File: config.mk
export PLATFORM = sky130hd
export DESIGN_NAME = pr_seq_top
export DESIGN_NICKNAME = d
export VERILOG_FILES = /design/src/rtl/pr_seq_pkg.sv /design/src/rtl/pr_rst_sync.sv /design/src/rtl/pr_poll_timer.sv /design/src/rtl/pr_word_mask.sv /design/src/rtl/pr_state_summary.sv /design/src/rtl/pr_seq_top.sv
export SDC_FILE = /design/constraint.sdc
export NUM_CORES = 1
export LEC_CHECK = 0
export BUFFER_PORTS_ARGS = -buffer_cell sky130_fd_sc_hd__buf_2
export CORE_MARGIN = 2
export CORE_UTILIZATION = 49
export CTS_BUF_LIST = sky130_fd_sc_hd__clkbuf_4
export DETAILED_ROUTE_END_ITERATION = 8
export GPL_TIMING_DRIVEN = 0
export PLACE_DENSITY = 0.79
export SLEW_MARGIN = 20
export SYNTH_ARGS = -nofsm -noshare
export SYNTH_HDL_FRONTEND = slang
export SYNTH_HIERARCHICAL = 1
export SYNTH_SLANG_ARGS = --single-unit
File: constraint.sdc
create_clock -name clk -period 2.2 [get_ports clk]
set_input_delay 0.44 -clock clk [delete_from_list [all_inputs] [get_ports clk]]
set_output_delay 0.44 -clock clk [all_outputs]
set_load 0.05 [all_outputs]
File: src/rtl/pr_seq_pkg.sv
package pr_seq_pkg;

  typedef enum logic [4:0] {
    ST_IDLE,
    ST_WIDTH,
    ST_RATIO,
    ST_NCE,
    ST_PORT,
    ST_OVR,
    ST_FL1_REQ,
    ST_FL1_WAIT,
    ST_PREQ,
    ST_LEAD_REQ,
    ST_LEAD_WAIT,
    ST_WAIT_RDY,
    ST_DATA,
    ST_WAIT_DONE,
    ST_DROP_REQ,
    ST_FL2_REQ,
    ST_FL2_WAIT,
    ST_T_PORT,
    ST_T_NCE,
    ST_T_OVR,
    ST_FINAL,
    ST_FIN
  } seq_state_e;

  localparam logic [1:0] ERR_OK  = 2'd0;
  localparam logic [1:0] ERR_BAD = 2'd1;
  localparam logic [1:0] ERR_TMO = 2'd2;

  typedef enum logic [2:0] {
    SUM_UNKNOWN   = 3'd0,
    SUM_RESET     = 3'd1,
    SUM_WR_ERR    = 3'd2,
    SUM_WRITING   = 3'd3,
    SUM_OPERATING = 3'd4
  } summary_e;

endpackage

File: src/rtl/pr_rst_sync.sv
module pr_rst_sync #(
  parameter int STAGES = 2
) (
  input  logic clk,
  input  logic rst_n,
  output logic rst_n_sync
);
  logic [STAGES-1:0] sync_q;

  always_ff @(posedge clk or negedge rst_n) begin
    if (!rst_n) sync_q <= '0;
    else        sync_q <= {sync_q[STAGES-2:0], 1'b1};
  end

  assign rst_n_sync = sync_q[STAGES-1];
endmodule

File: src/rtl/pr_poll_timer.sv
module pr_poll_timer #(
  parameter int IW        = 16,
  parameter int MAX_POLLS = 10,
  localparam int PW       = $clog2(MAX_POLLS + 1)
) (
  input  logic          clk,
  input  logic          rst_n,
  input  logic          en_i,
  input  logic [IW-1:0] ivl_i,
  output logic          tick_o,
  output logic          final_o
);
  logic [IW-1:0] cnt_q, cnt_d, ivl_m1;
  logic [PW-1:0] polls_q, polls_d;

  assign ivl_m1  = (ivl_i == '0) ? '0 : ivl_i - 1'b1;
  assign tick_o  = en_i && (cnt_q >= ivl_m1);
  assign final_o = (polls_q == PW'(MAX_POLLS - 1));

  always_comb begin
    cnt_d   = cnt_q;
    polls_d = polls_q;
    if (!en_i) begin
      cnt_d   = '0;
      polls_d = '0;
    end else if (tick_o) begin
      cnt_d = '0;
      if (!final_o) polls_d = polls_q + 1'b1;
    end else begin
      cnt_d = cnt_q + 1'b1;
    end
  end

  always_ff @(posedge clk or negedge rst_n) begin
    if (!rst_n) begin
      cnt_q   <= '0;
      polls_q <= '0;
    end else begin
      cnt_q   <= cnt_d;
      polls_q <= polls_d;
    end
  end
endmodule

File: src/rtl/pr_word_mask.sv
module pr_word_mask #(
  parameter int DW  = 32,
  localparam int NB = DW / 8,
  localparam int CW = $clog2(NB)
) (
  input  logic [DW-1:0] data_i,
  input  logic [CW-1:0] nbytes_i,
  input  logic          last_i,
  output logic [DW-1:0] data_o
);
  logic [NB-1:0] keep;

  for (genvar b = 0; b < NB; b++) begin : g_byte
    assign keep[b] = !last_i || (nbytes_i == '0) || (int'(nbytes_i) > b);
    assign data_o[b*8 +: 8] = keep[b] ? data_i[b*8 +: 8] : 8'h00;
  end
endmodule

File: src/rtl/pr_state_summary.sv
module pr_state_summary
  import pr_seq_pkg::*;
(
  input  logic     usermode_i,
  input  logic     pr_ready_i,
  input  logic     crc_err_i,
  input  logic     nstat_pin_i,
  output summary_e summary_o
);
  always_comb begin
    if (usermode_i)       summary_o = SUM_OPERATING;
    else if (pr_ready_i)  summary_o = SUM_WRITING;
    else if (crc_err_i)   summary_o = SUM_WR_ERR;
    else if (!nstat_pin_i) summary_o = SUM_RESET;
    else                  summary_o = SUM_UNKNOWN;
  end
endmodule

File: src/rtl/pr_seq_top.sv
module pr_seq_top
  import pr_seq_pkg::*;
#(
  parameter int DW         = 32,
  parameter int IW         = 16,
  parameter int MAX_POLLS  = 10,
  parameter int BW         = 12,
  parameter int FLUSH_CLKS = 256,
  parameter int LEAD_CLKS  = 2047,
  localparam int NB        = DW / 8,
  localparam int CW        = $clog2(NB)
) (
  input  logic          clk,
  input  logic          rst_n,
  input  logic          start_i,
  input  logic          encrypt_i,
  input  logic          compress_i,
  input  logic [2:0]    msel_i,
  input  logic          ncfg_pin_i,
  input  logic          nstat_pin_i,
  input  logic          cdone_pin_i,
  input  logic          usermode_i,
  input  logic          crc_err_i,
  input  logic          pr_ready_i,
  input  logic          pr_done_i,
  input  logic          pr_err_i,
  input  logic [IW-1:0] poll_ivl_i,
  output logic          burst_start_o,
  output logic [BW-1:0] burst_len_o,
  input  logic          burst_done_i,
  output logic          wide_o,
  output logic [1:0]    ratio_o,
  output logic          nce_o,
  output logic          port_en_o,
  output logic          ovr_en_o,
  output logic          pr_req_o,
  input  logic          word_valid_i,
  input  logic [DW-1:0] word_data_i,
  input  logic [CW-1:0] word_bytes_i,
  input  logic          word_last_i,
  output logic          word_ready_o,
  output logic [DW-1:0] cfg_data_o,
  output logic          cfg_valid_o,
  output logic          busy_o,
  output logic          done_o,
  output logic [1:0]    err_o,
  output logic [2:0]    summary_o
);
  seq_state_e    state_q, state_d;
  logic [1:0]    err_q, err_d;
  logic          wide_q, wide_d;
  logic [1:0]    ratio_q, ratio_d, ratio_code;
  logic          nce_q, nce_d;
  logic          port_q, port_d;
  logic          ovr_q, ovr_d;
  logic          preq_q, preq_d;
  logic          rst_n_s;
  logic          in_wait, poll_tick, poll_final;
  logic          accept, setup_bad, final_good;
  logic [DW-1:0] masked, cfg_data_q;
  logic          cfg_valid_q;
  summary_e      summary_w;

  pr_rst_sync #(.STAGES(2)) u_rst (
    .clk        (clk),
    .rst_n      (rst_n),
    .rst_n_sync (rst_n_s)
  );

  assign in_wait = (state_q == ST_WAIT_RDY) || (state_q == ST_WAIT_DONE);

  pr_poll_timer #(.IW(IW), .MAX_POLLS(MAX_POLLS)) u_poll (
    .clk     (clk),
    .rst_n   (rst_n_s),
    .en_i    (in_wait),
    .ivl_i   (poll_ivl_i),
    .tick_o  (poll_tick),
    .final_o (poll_final)
  );

  pr_word_mask #(.DW(DW)) u_mask (
    .data_i   (word_data_i),
    .nbytes_i (word_bytes_i),
    .last_i   (word_last_i),
    .data_o   (masked)
  );

  pr_state_summary u_sum (
    .usermode_i  (usermode_i),
    .pr_ready_i  (pr_ready_i),
    .crc_err_i   (crc_err_i),
    .nstat_pin_i (nstat_pin_i),
    .summary_o   (summary_w)
  );

  assign setup_bad  = (msel_i[2:1] != 2'b00) || !ncfg_pin_i || !nstat_pin_i;
  assign ratio_code = compress_i ? 2'd2 : (encrypt_i ? 2'd1 : 2'd0);
  assign final_good = usermode_i && cdone_pin_i && nstat_pin_i;
  assign accept     = (state_q == ST_DATA) && word_valid_i;

  // next-state and control-level decisions
  always_comb begin
    state_d = state_q;
    err_d   = err_q;
    wide_d  = wide_q;
    ratio_d = ratio_q;
    nce_d   = nce_q;
    port_d  = port_q;
    ovr_d   = ovr_q;
    preq_d  = preq_q;
    unique case (state_q)
      ST_IDLE: begin
        if (start_i) begin
          if (setup_bad) begin
            err_d   = ERR_BAD;
            state_d = ST_FIN;
          end else begin
            err_d   = ERR_OK;
            state_d = ST_WIDTH;
          end
        end
      end
      ST_WIDTH: begin
        wide_d  = 1'b0;
        state_d = ST_RATIO;
      end
      ST_RATIO: begin
        ratio_d = ratio_code;
        state_d = ST_NCE;
      end
      ST_NCE: begin
        nce_d   = 1'b0;
        state_d = ST_PORT;
      end
      ST_PORT: begin
        port_d  = 1'b1;
        state_d = ST_OVR;
      end
      ST_OVR: begin
        ovr_d   = 1'b1;
        state_d = ST_FL1_REQ;
      end
      ST_FL1_REQ:  state_d = ST_FL1_WAIT;
      ST_FL1_WAIT: if (burst_done_i) state_d = ST_PREQ;
      ST_PREQ: begin
        preq_d  = 1'b1;
        state_d = ST_LEAD_REQ;
      end
      ST_LEAD_REQ:  state_d = ST_LEAD_WAIT;
      ST_LEAD_WAIT: if (burst_done_i) state_d = ST_WAIT_RDY;
      ST_WAIT_RDY: begin
        if (poll_tick) begin
          if (pr_err_i) begin
            err_d   = ERR_BAD;
            state_d = ST_DROP_REQ;
          end else if (pr_ready_i) begin
            state_d = ST_DATA;
          end else if (poll_final) begin
            err_d   = ERR_TMO;
            state_d = ST_DROP_REQ;
          end
        end
      end
      ST_DATA: if (word_valid_i && word_last_i) state_d = ST_WAIT_DONE;
      ST_WAIT_DONE: begin
        if (poll_tick) begin
          if (pr_err_i) begin
            err_d   = ERR_BAD;
            state_d = ST_DROP_REQ;
          end else if (pr_done_i) begin
            state_d = ST_DROP_REQ;
          end else if (poll_final) begin
            err_d   = ERR_TMO;
            state_d = ST_DROP_REQ;
          end
        end
      end
      ST_DROP_REQ: begin
        preq_d  = 1'b0;
        state_d = ST_FL2_REQ;
      end
      ST_FL2_REQ:  state_d = ST_FL2_WAIT;
      ST_FL2_WAIT: if (burst_done_i) state_d = ST_T_PORT;
      ST_T_PORT: begin
        port_d  = 1'b0;
        state_d = ST_T_NCE;
      end
      ST_T_NCE: begin
        nce_d   = 1'b1;
        state_d = ST_T_OVR;
      end
      ST_T_OVR: begin
        ovr_d   = 1'b0;
        state_d = (err_q == ERR_OK) ? ST_FINAL : ST_FIN;
      end
      ST_FINAL: begin
        if (!final_good) err_d = ERR_TMO;
        state_d = ST_FIN;
      end
      ST_FIN:  state_d = ST_IDLE;
      default: state_d = ST_IDLE;
    endcase
  end

  always_ff @(posedge clk or negedge rst_n_s) begin
    if (!rst_n_s) begin
      state_q <= ST_IDLE;
      err_q   <= ERR_OK;
      wide_q  <= 1'b1;
      ratio_q <= 2'd0;
      nce_q   <= 1'b1;
      port_q  <= 1'b0;
      ovr_q   <= 1'b0;
      preq_q  <= 1'b0;
    end else begin
      state_q <= state_d;
      err_q   <= err_d;
      wide_q  <= wide_d;
      ratio_q <= ratio_d;
      nce_q   <= nce_d;
      port_q  <= port_d;
      ovr_q   <= ovr_d;
      preq_q  <= preq_d;
    end
  end

  always_ff @(posedge clk or negedge rst_n_s) begin
    if (!rst_n_s) begin
      cfg_data_q  <= '0;
      cfg_valid_q <= 1'b0;
    end else begin
      cfg_valid_q <= accept;
      if (accept) cfg_data_q <= masked;
    end
  end

  assign burst_start_o = (state_q == ST_FL1_REQ) || (state_q == ST_LEAD_REQ) ||
                         (state_q == ST_FL2_REQ);
  assign burst_len_o   = ((state_q == ST_LEAD_REQ) || (state_q == ST_LEAD_WAIT)) ?
                         BW'(LEAD_CLKS) : BW'(FLUSH_CLKS);
  assign wide_o        = wide_q;
  assign ratio_o       = ratio_q;
  assign nce_o         = nce_q;
  assign port_en_o     = port_q;
  assign ovr_en_o      = ovr_q;
  assign pr_req_o      = preq_q;
  assign word_ready_o  = (state_q == ST_DATA);
  assign cfg_data_o    = cfg_data_q;
  assign cfg_valid_o   = cfg_valid_q;
  assign busy_o        = (state_q != ST_IDLE);
  assign done_o        = (state_q == ST_FIN);
  assign err_o         = err_q;
  assign summary_o     = summary_w;
endmodule

==> results_dict.tcl, run 1 <==
set metrics [dict create \
    p_seq_share_pct 28.8 \
    die_x_microns 99.91 \
    clock-sinks 69 \
    first_pass_iters 4 \
    reg2reg_slack_ns -0.40 \
    crit_fanout 4 \
    cp-start-kind "input pin" \
    port_buffers 118 \
    stdcell_count 761 \
    hold_viol_final 0 \
    drv_slew 0 \
    antenna_found_initial 0 \
    tightestPinTransition_ns 0.6176 \
    reg2reg_depth 11 \
    switching_share_pct 49.34 \
    place.gp.congestion 0.9657 \
    synth_flop_cell "dfrtp_1" \
    syn-num-nets 577 \
    routed_wirelength_mm 11.93 \
    diodes 0 \
    cp.arrival_ns 4.06 \
    path_class "input pin to register" \
    intPower_mw 3.319 \
    setup_ws_ns -1.556 \
    synth_top_area_share_pct 37.20 \
    slew_headroom_pct 58.45 \
    dp_hpwl_mm 8.477 \
    synth_cell_type_count 67 \
    yosysWarnings 6 \
    power_switching_mw 3.232 \
    p_leak_nw 2.898 \
    synth_seq_cells 69 \
    clockBufferDepth 2 \
    fillers 693 \
    coreArea_sq_um 8806 \
    power_mw 6.551 \
    setup_viol 37 \
    num_vias 4268 \
    pwr_density_cell_nw_per_um2 1094 \
    fmax_mhz 266.3 \
    ant_nets 0 \
    avgSynthCellArea_sq_um 9.254 \
    cts_buffers 9 \
    drc 0 \
    fin_crit_ns 3.756 \
    ios 130 \
    rsz0062_at_grt "true" \
    cts-htree-levels 3 \
    violations "setup timing" \
    drive_gt1_share_pct 40.58 \
    path_clk_slew_ns 0.13 \
    status "finished, violations left" \
    clkPwrFrac_pct 13.2 \
    hold_path.class "register to asynchronous set/reset pin" \
    rows 34 \
    grt_pass1_vias 4307 \
    place_ws_ns -2.148 \
    period_share_pct 170.7 \
    r2r-start "state_q[2]" \
    place_inst 714 \
    ys_seq_area_share_pct 38.37 \
    wl_per_cell_microns 15.67 \
    yosys.area.top_type "dfrtp_1" \
    hold_slack_ns 0.2308 \
    drt-initial-drc-count 190 \
    die-area_sq_um 9981 \
    grt_max_degree 48 \
    nets 738 \
    grt_pass1_wl_mm 19.70 \
    grt_util_all_layers_pct 24.31 \
    startpoint "poll_ivl_i[6]" \
    cts-root-buf "clkbuf_4" \
    syn_area_sq_um 4507 \
    gr-total-overflow 0 \
    peakVddDrop_uv 1043 \
    maxCapViolCount 0 \
    via_per_inst 5.608 \
    syn_inst 487 \
    critPathCaptureType "register" \
    skew_ns 0.02174 \
    synth_edf_count 0 \
    clock_latency_ns 0.41 \
    critPathRequiredTime_ns 2.51 \
    p_comb_share_pct 58.0 \
    die_height_microns 99.91 \
    initial_core_util_pct 51.18 \
    async_flop_share_pct 100.0 \
    syn_to_final_growth_pct 32.90 \
    cts_tree "done" \
    synth.area.top_cells "dfrtp_1, mux2_2, ha_1" \
]
## path summary, 6_finish.rpt
| kind | endpoint |
|---|---|
| worst max-delay path | state_q[1] |
| worst min-delay path | u_poll/cnt_q[12] |
| worst max register to register | state_q[1] |
| worst min register to register | u_poll/cnt_q[12] |
| max in group asynchronous | wide_o |
| min in group clk | cfg_data_o[6] |
## per-stage QoR
step | utilization, % | setup TNS (ns) | cell area (sq um)
floorplan | - | -32.45 | 4532
global placement | 59.70 | -81.98 | 5258
detailed placement | 60.06 | -48.05 | 5289
CTS | 66.71 | -33.12 | 5874
global route | 68.02 | -38.56 | 5989
finish | 68.02 | -34.75 | 5989
## cell usage in the layout, fill, tap and decap left out, types with 14 or more instances in the layout
cell and instances:
inv_1 14, and2_1 17, buf_6 21, mux2_2 33
ha_1 21, buf_4 33, buf_2 110, nor2_1 43
o21ai_0 15, xor2_1 15, nand2_1 44, dfrtp_1 64
a21oi_1 15
## layout make-up
class | count | area, sq um | share of cell area (%)
Multi-Input combinational cell | 366 | 2648 | 44.20
Sequential cell | 69 | 1735 | 28.97
Timing Repair Buffer | 149 | 983.4 | 16.42
Buffer | 39 | 289.0 | 4.826
Tap cell | 108 | 135.1 | 2.256
Clock buffer | 10 | 75.07 | 1.253
Clock inverter | 6 | 71.32 | 1.191
Inverter | 14 | 52.55 | 0.8774
## power groups by stage
| stage | clock, mW | combinational, mW | sequential, mW |
|---|---|---|---|
| 3_5_place_dp | 0 | 3.41 | 1.90 |
| 3_3_place_gp | 0 | 3.37 | 1.89 |
| 2_1_floorplan | 0 | 1.42 | 3.07 |
| 4_1_cts | 0.884 | 3.70 | 1.88 |
| 5_1_grt | 0.944 | 4.01 | 1.93 |
| 6_report | 0.866 | 3.80 | 1.89 |
## timing repair
action	CTS	global route
gates resized for setup	70	24
pin swaps	12	8
gates cloned	2	0
setup buffers	22	6
hold buffers	1	0
setup endpoints to repair	38	41
endpoints found under the hold margin	2	0
## cells by family (layout without fill, tap and decap cells)
| group | count (synthesis) | in the layout | share of synthesized area, % |
|---|---|---|---|
| AOI/OAI and AO/OA | 80 | 80 | 12.08 |
| xor gates and xnor gates | 28 | 28 | 5.608 |
| adders and majority gates | 21 | 21 | 5.830 |
| buffers and inverters | 53 | 218 | 5.941 |
| DFF | 69 | 69 | 38.37 |
| muxes | 36 | 36 | 9.134 |
| other | 3 | 3 | 0.2498 |
| and+or+nand+nor | 197 | 198 | 22.79 |
## metal layers
layer / vias up / global-route usage, % / wire [microns]
met5: - / 0 / 0
met1: 2061 / 30.18 / 4901
met2: 170 / 42.78 / 6041
met4: 0 / 5.479 / 132
met3: 19 / 6.198 / 851
li1: 2018 / - / -
## critical path, cell delays in order
cell      delay (ns)
buf_8           0.09
or4_4           0.54
or4_4           0.45
or3_4           0.39
nor3_2          0.11
a21oi_1         0.06
ha_1            0.29
nand4_1         0.18
buf_4           0.20
buf_6           0.11
nor3_4          0.15
nor2_2          0.08
a21oi_2         0.17
inv_1           0.07
a21boi_2        0.19
and3_4          0.24
mux2_4          0.31
## synth_stat cells (all sizes together) (2+ instances only)
library cell	number
nor2	46
a21oi	16
and3	9
o2bb2ai	2
dfrtp	67
o21ai	20
nand2	45
o31ai	3
nand2b	10
nor4	4
inv	14
o21a	3
or2	2
and2	17
xor2	16
nand4	6
a32o	2
or3	3
nand3	12
dfstp	2
mux2	35
ha	21
buf	26
nor3	17
a311o	2
a31oi	4
or4	5
xnor2	12
o22ai	2
nand3b	8
nor2b	6
conb	3
a211oi	3
a21boi	9
o211ai	3
nor4b	2
clkbuf	13
## sequential cells by signal, summed over array words and instances, names as in the netlist
signal          flops
cfg_data_o         32
u_poll/cnt_q       16
state_q             5
u_poll/polls_q      4
err_o               2
ratio_o             2
u_rst/sync_q        2
cfg_valid_o         1
nce_o               1
ovr_en_o            1
port_en_o           1
pr_req_o            1
wide_o              1
Power figures use the tool's default switching activity.
==> inputs of run 2 (changes only) <==
Settings changed: ABC_AREA from default to 1, CORE_UTILIZATION 49 to 50, PLACE_DENSITY 0.79 to 0.8.
==> run 2 against run 1 <==
The flow still finishes with violations (setup timing). Final area is 7.4% higher. Die area is 4.2% higher. Power is 5.4% lower. First-iteration DRC count is 5.8% lower. Flip-flop and latch count stayed put. Via count is 15% higher. Final cell count is 29% higher. Register-to-register slack better by 0.20 ns. Clock-buffer cell count is 1 lower. Critical path type unchanged. Critical endpoint is now state_q[2]. Largest cell class unchanged.
==> results_dict.tcl, run 2 <==
set metrics [dict create \
    status "finished, violations left" \
    violations "setup timing" \
    synth_commonest_cells "nand2_1, inv_1, nor2_1" \
    cts_buffers 9 \
    p_leak_nw 3.649 \
    setup_ws_ns -0.4717 \
    skew_ns 0.02055 \
    layout_commonest_cell "nand2_1" \
    path_class "input pin to register" \
    seq_area_sq_um 1738 \
    finalSetupTns_ns -9.358 \
    cts-htree-levels 3 \
    hold_path.class "register to asynchronous set/reset pin" \
    path_clk_slew_ns 0.14 \
    grt_max_degree 59 \
    die_height_microns 102.0 \
    rows 35 \
    antenna_found_initial 0 \
    rsz0062_at_grt "true" \
    drive_gt1_share_pct 35.72 \
    avgSynthCellArea_sq_um 6.958 \
    synth_top_area_share_pct 34.92 \
    cp.arrival_ns 3.02 \
    hold_slack_ns 0.1431 \
    coreArea_sq_um 9284 \
    drt-initial-drc-count 179 \
    grt_util_all_layers_pct 24.57 \
    synth_cell_type_count 46 \
    ys_seq_area_share_pct 36.02 \
    port_buffers 118 \
    cp-start-kind "input pin" \
    pwr_density_cell_nw_per_um2 963.3 \
    clockBufferDepth 2 \
    diodes 0 \
    drv_slew 0 \
    peakVddDrop_uv 789.9 \
    fin_crit_ns 2.672 \
    reg2reg_slack_ns -0.20 \
    drc 0 \
    ios 130 \
    final_area_sq_um 6435 \
    crit_fanout 5 \
    gr-total-overflow 0 \
    multiInputGateArea_sq_um 2895 \
    first_pass_iters 5 \
    yosysMostFrequentCell "nand2_1" \
    wl_per_cell_microns 13.30 \
    period_share_pct 121.4 \
    synth_flop_cell "dfrtp_1" \
    nets 936 \
    syn_to_final_growth_pct 34.04 \
    placed_area_sq_um 5635 \
    synth_seq_cells 69 \
    die-area_sq_um 10400 \
    critPathRequiredTime_ns 2.55 \
    via_per_inst 4.987 \
    die_x_microns 102.0 \
    dp_hpwl_mm 9.412 \
    setup_viol 29 \
    reg2reg_depth 12 \
    synth.area.top_cells "dfrtp_1, nand2_1, inv_1" \
    clock-sinks 69 \
    final_cell_mix "nand2_1, buf_2, inv_1, dfrtp_1, nor2_1" \
    clock_latency_ns 0.42 \
    fmax_mhz 374.3 \
    power_mw 6.199 \
    initial_core_util_pct 51.71 \
    async_flop_share_pct 100.0 \
    cts_tree "done" \
    ant_nets 0 \
    maxCapViolCount 0 \
    yosysWarnings 6 \
    critPathCaptureType "register" \
    grt_pass1_vias 4713 \
    num_vias 4887 \
    largest_register_ffs 32 \
    hold_viol_final 0 \
    cts-root-buf "clkbuf_4" \
    synth_edf_count 0 \
    syn-num-nets 780 \
    yosys.area.top_type "dfrtp_1" \
    syn_area_sq_um 4801 \
    grt_pass1_wl_mm 20.63 \
    syn_inst 690 \
    r2r-start "state_q[4]" \
    fillers 782 \
    routed_wirelength_mm 13.04 \
    worstReg2RegEnd "state_q[2]" \
    place.gp.congestion 0.9338 \
]
run 2: worst max-delay path, cell delays in order:
cell	delay, ns
buf_8	0.10
nor2_4	0.11
nand2_4	0.06
nor3_4	0.17
nand2_2	0.13
nor3_4	0.21
buf_4	0.14
or2_1	0.10
nand3_2	0.08
ha_4	0.28
nand2_1	0.05
inv_1	0.07
nand3_1	0.08
nor2_2	0.10
nand2_2	0.09
a21oi_2	0.15
inv_2	0.07
nand3_4	0.08
nand4_1	0.16
nor2_4	0.21
nand2_1	0.07
nand2_1	0.06
run 2: how the worst max path moves through the flow:
stage	from	to	slack, ns
floorplan	poll_ivl_i[1]	state_q[2]	-0.34
global placement	poll_ivl_i[6]	state_q[2]	-0.87
detailed placement	poll_ivl_i[1]	state_q[2]	-0.94
CTS	poll_ivl_i[2]	state_q[2]	-0.40
global route	poll_ivl_i[1]	state_q[1]	-0.70
finish	poll_ivl_i[1]	state_q[2]	-0.47
run 2: timing repair:
action,in CTS,in global routing
pin swaps,27,41
resized for setup,39,81
cloned,3,1
hold buffers,1,0
hold endpoints to repair,2,0
buffers inserted,8,13
setup endpoints to repair,38,39
run 2: report_power, final:
part           internal, mW  switching [mW]
clock                 0.466           0.499
sequential             1.64           0.231
combinational         0.901            2.47
total                  3.00            3.20
run 2: layout make-up:
cell class,count,share of cell area [%]
multi-input cells,503,44.99
plain buffers,30,3.442
repair buffers,144,14.02
well taps,129,2.508
inverters,88,5.328
flip-flops and latches,69,27.01
repair inverters,1,0.1167
clock inverters,7,1.536
clock buffers,9,1.050
run 2: logic make-up after synthesis:
logic type | after synthesis | synth area share, %
adders and majority gates | 21 | 5.473
AOI/OAI and AO/OA | 32 | 4.170
other | 3 | 0.2345
buffers and inverters | 118 | 11.08
and+or+nand+nor | 432 | 40.29
DFF | 69 | 36.02
xor gates and xnor gates | 15 | 2.736
run 2: metrics by stage:
step	util, %	setup slack (ns)	instances
global route	69.31	-0.7033	980
detailed placement	60.70	-0.9398	938
finish	69.31	-0.4717	980
CTS	64.56	-0.3970	966
global placement	60.36	-0.8664	937
floorplan	-	-0.3392	690
run 2: metal layers:
layer	part of all wire [%]	track usage, %	vias to the layer above	wire length, microns
li1	-	-	2443	-
met1	42	30.12	2239	5496
met2	49	42.16	183	6437
met3	6.6	6.156	22	857
met4	1.9	8.718	0	244
met5	0	0	-	0
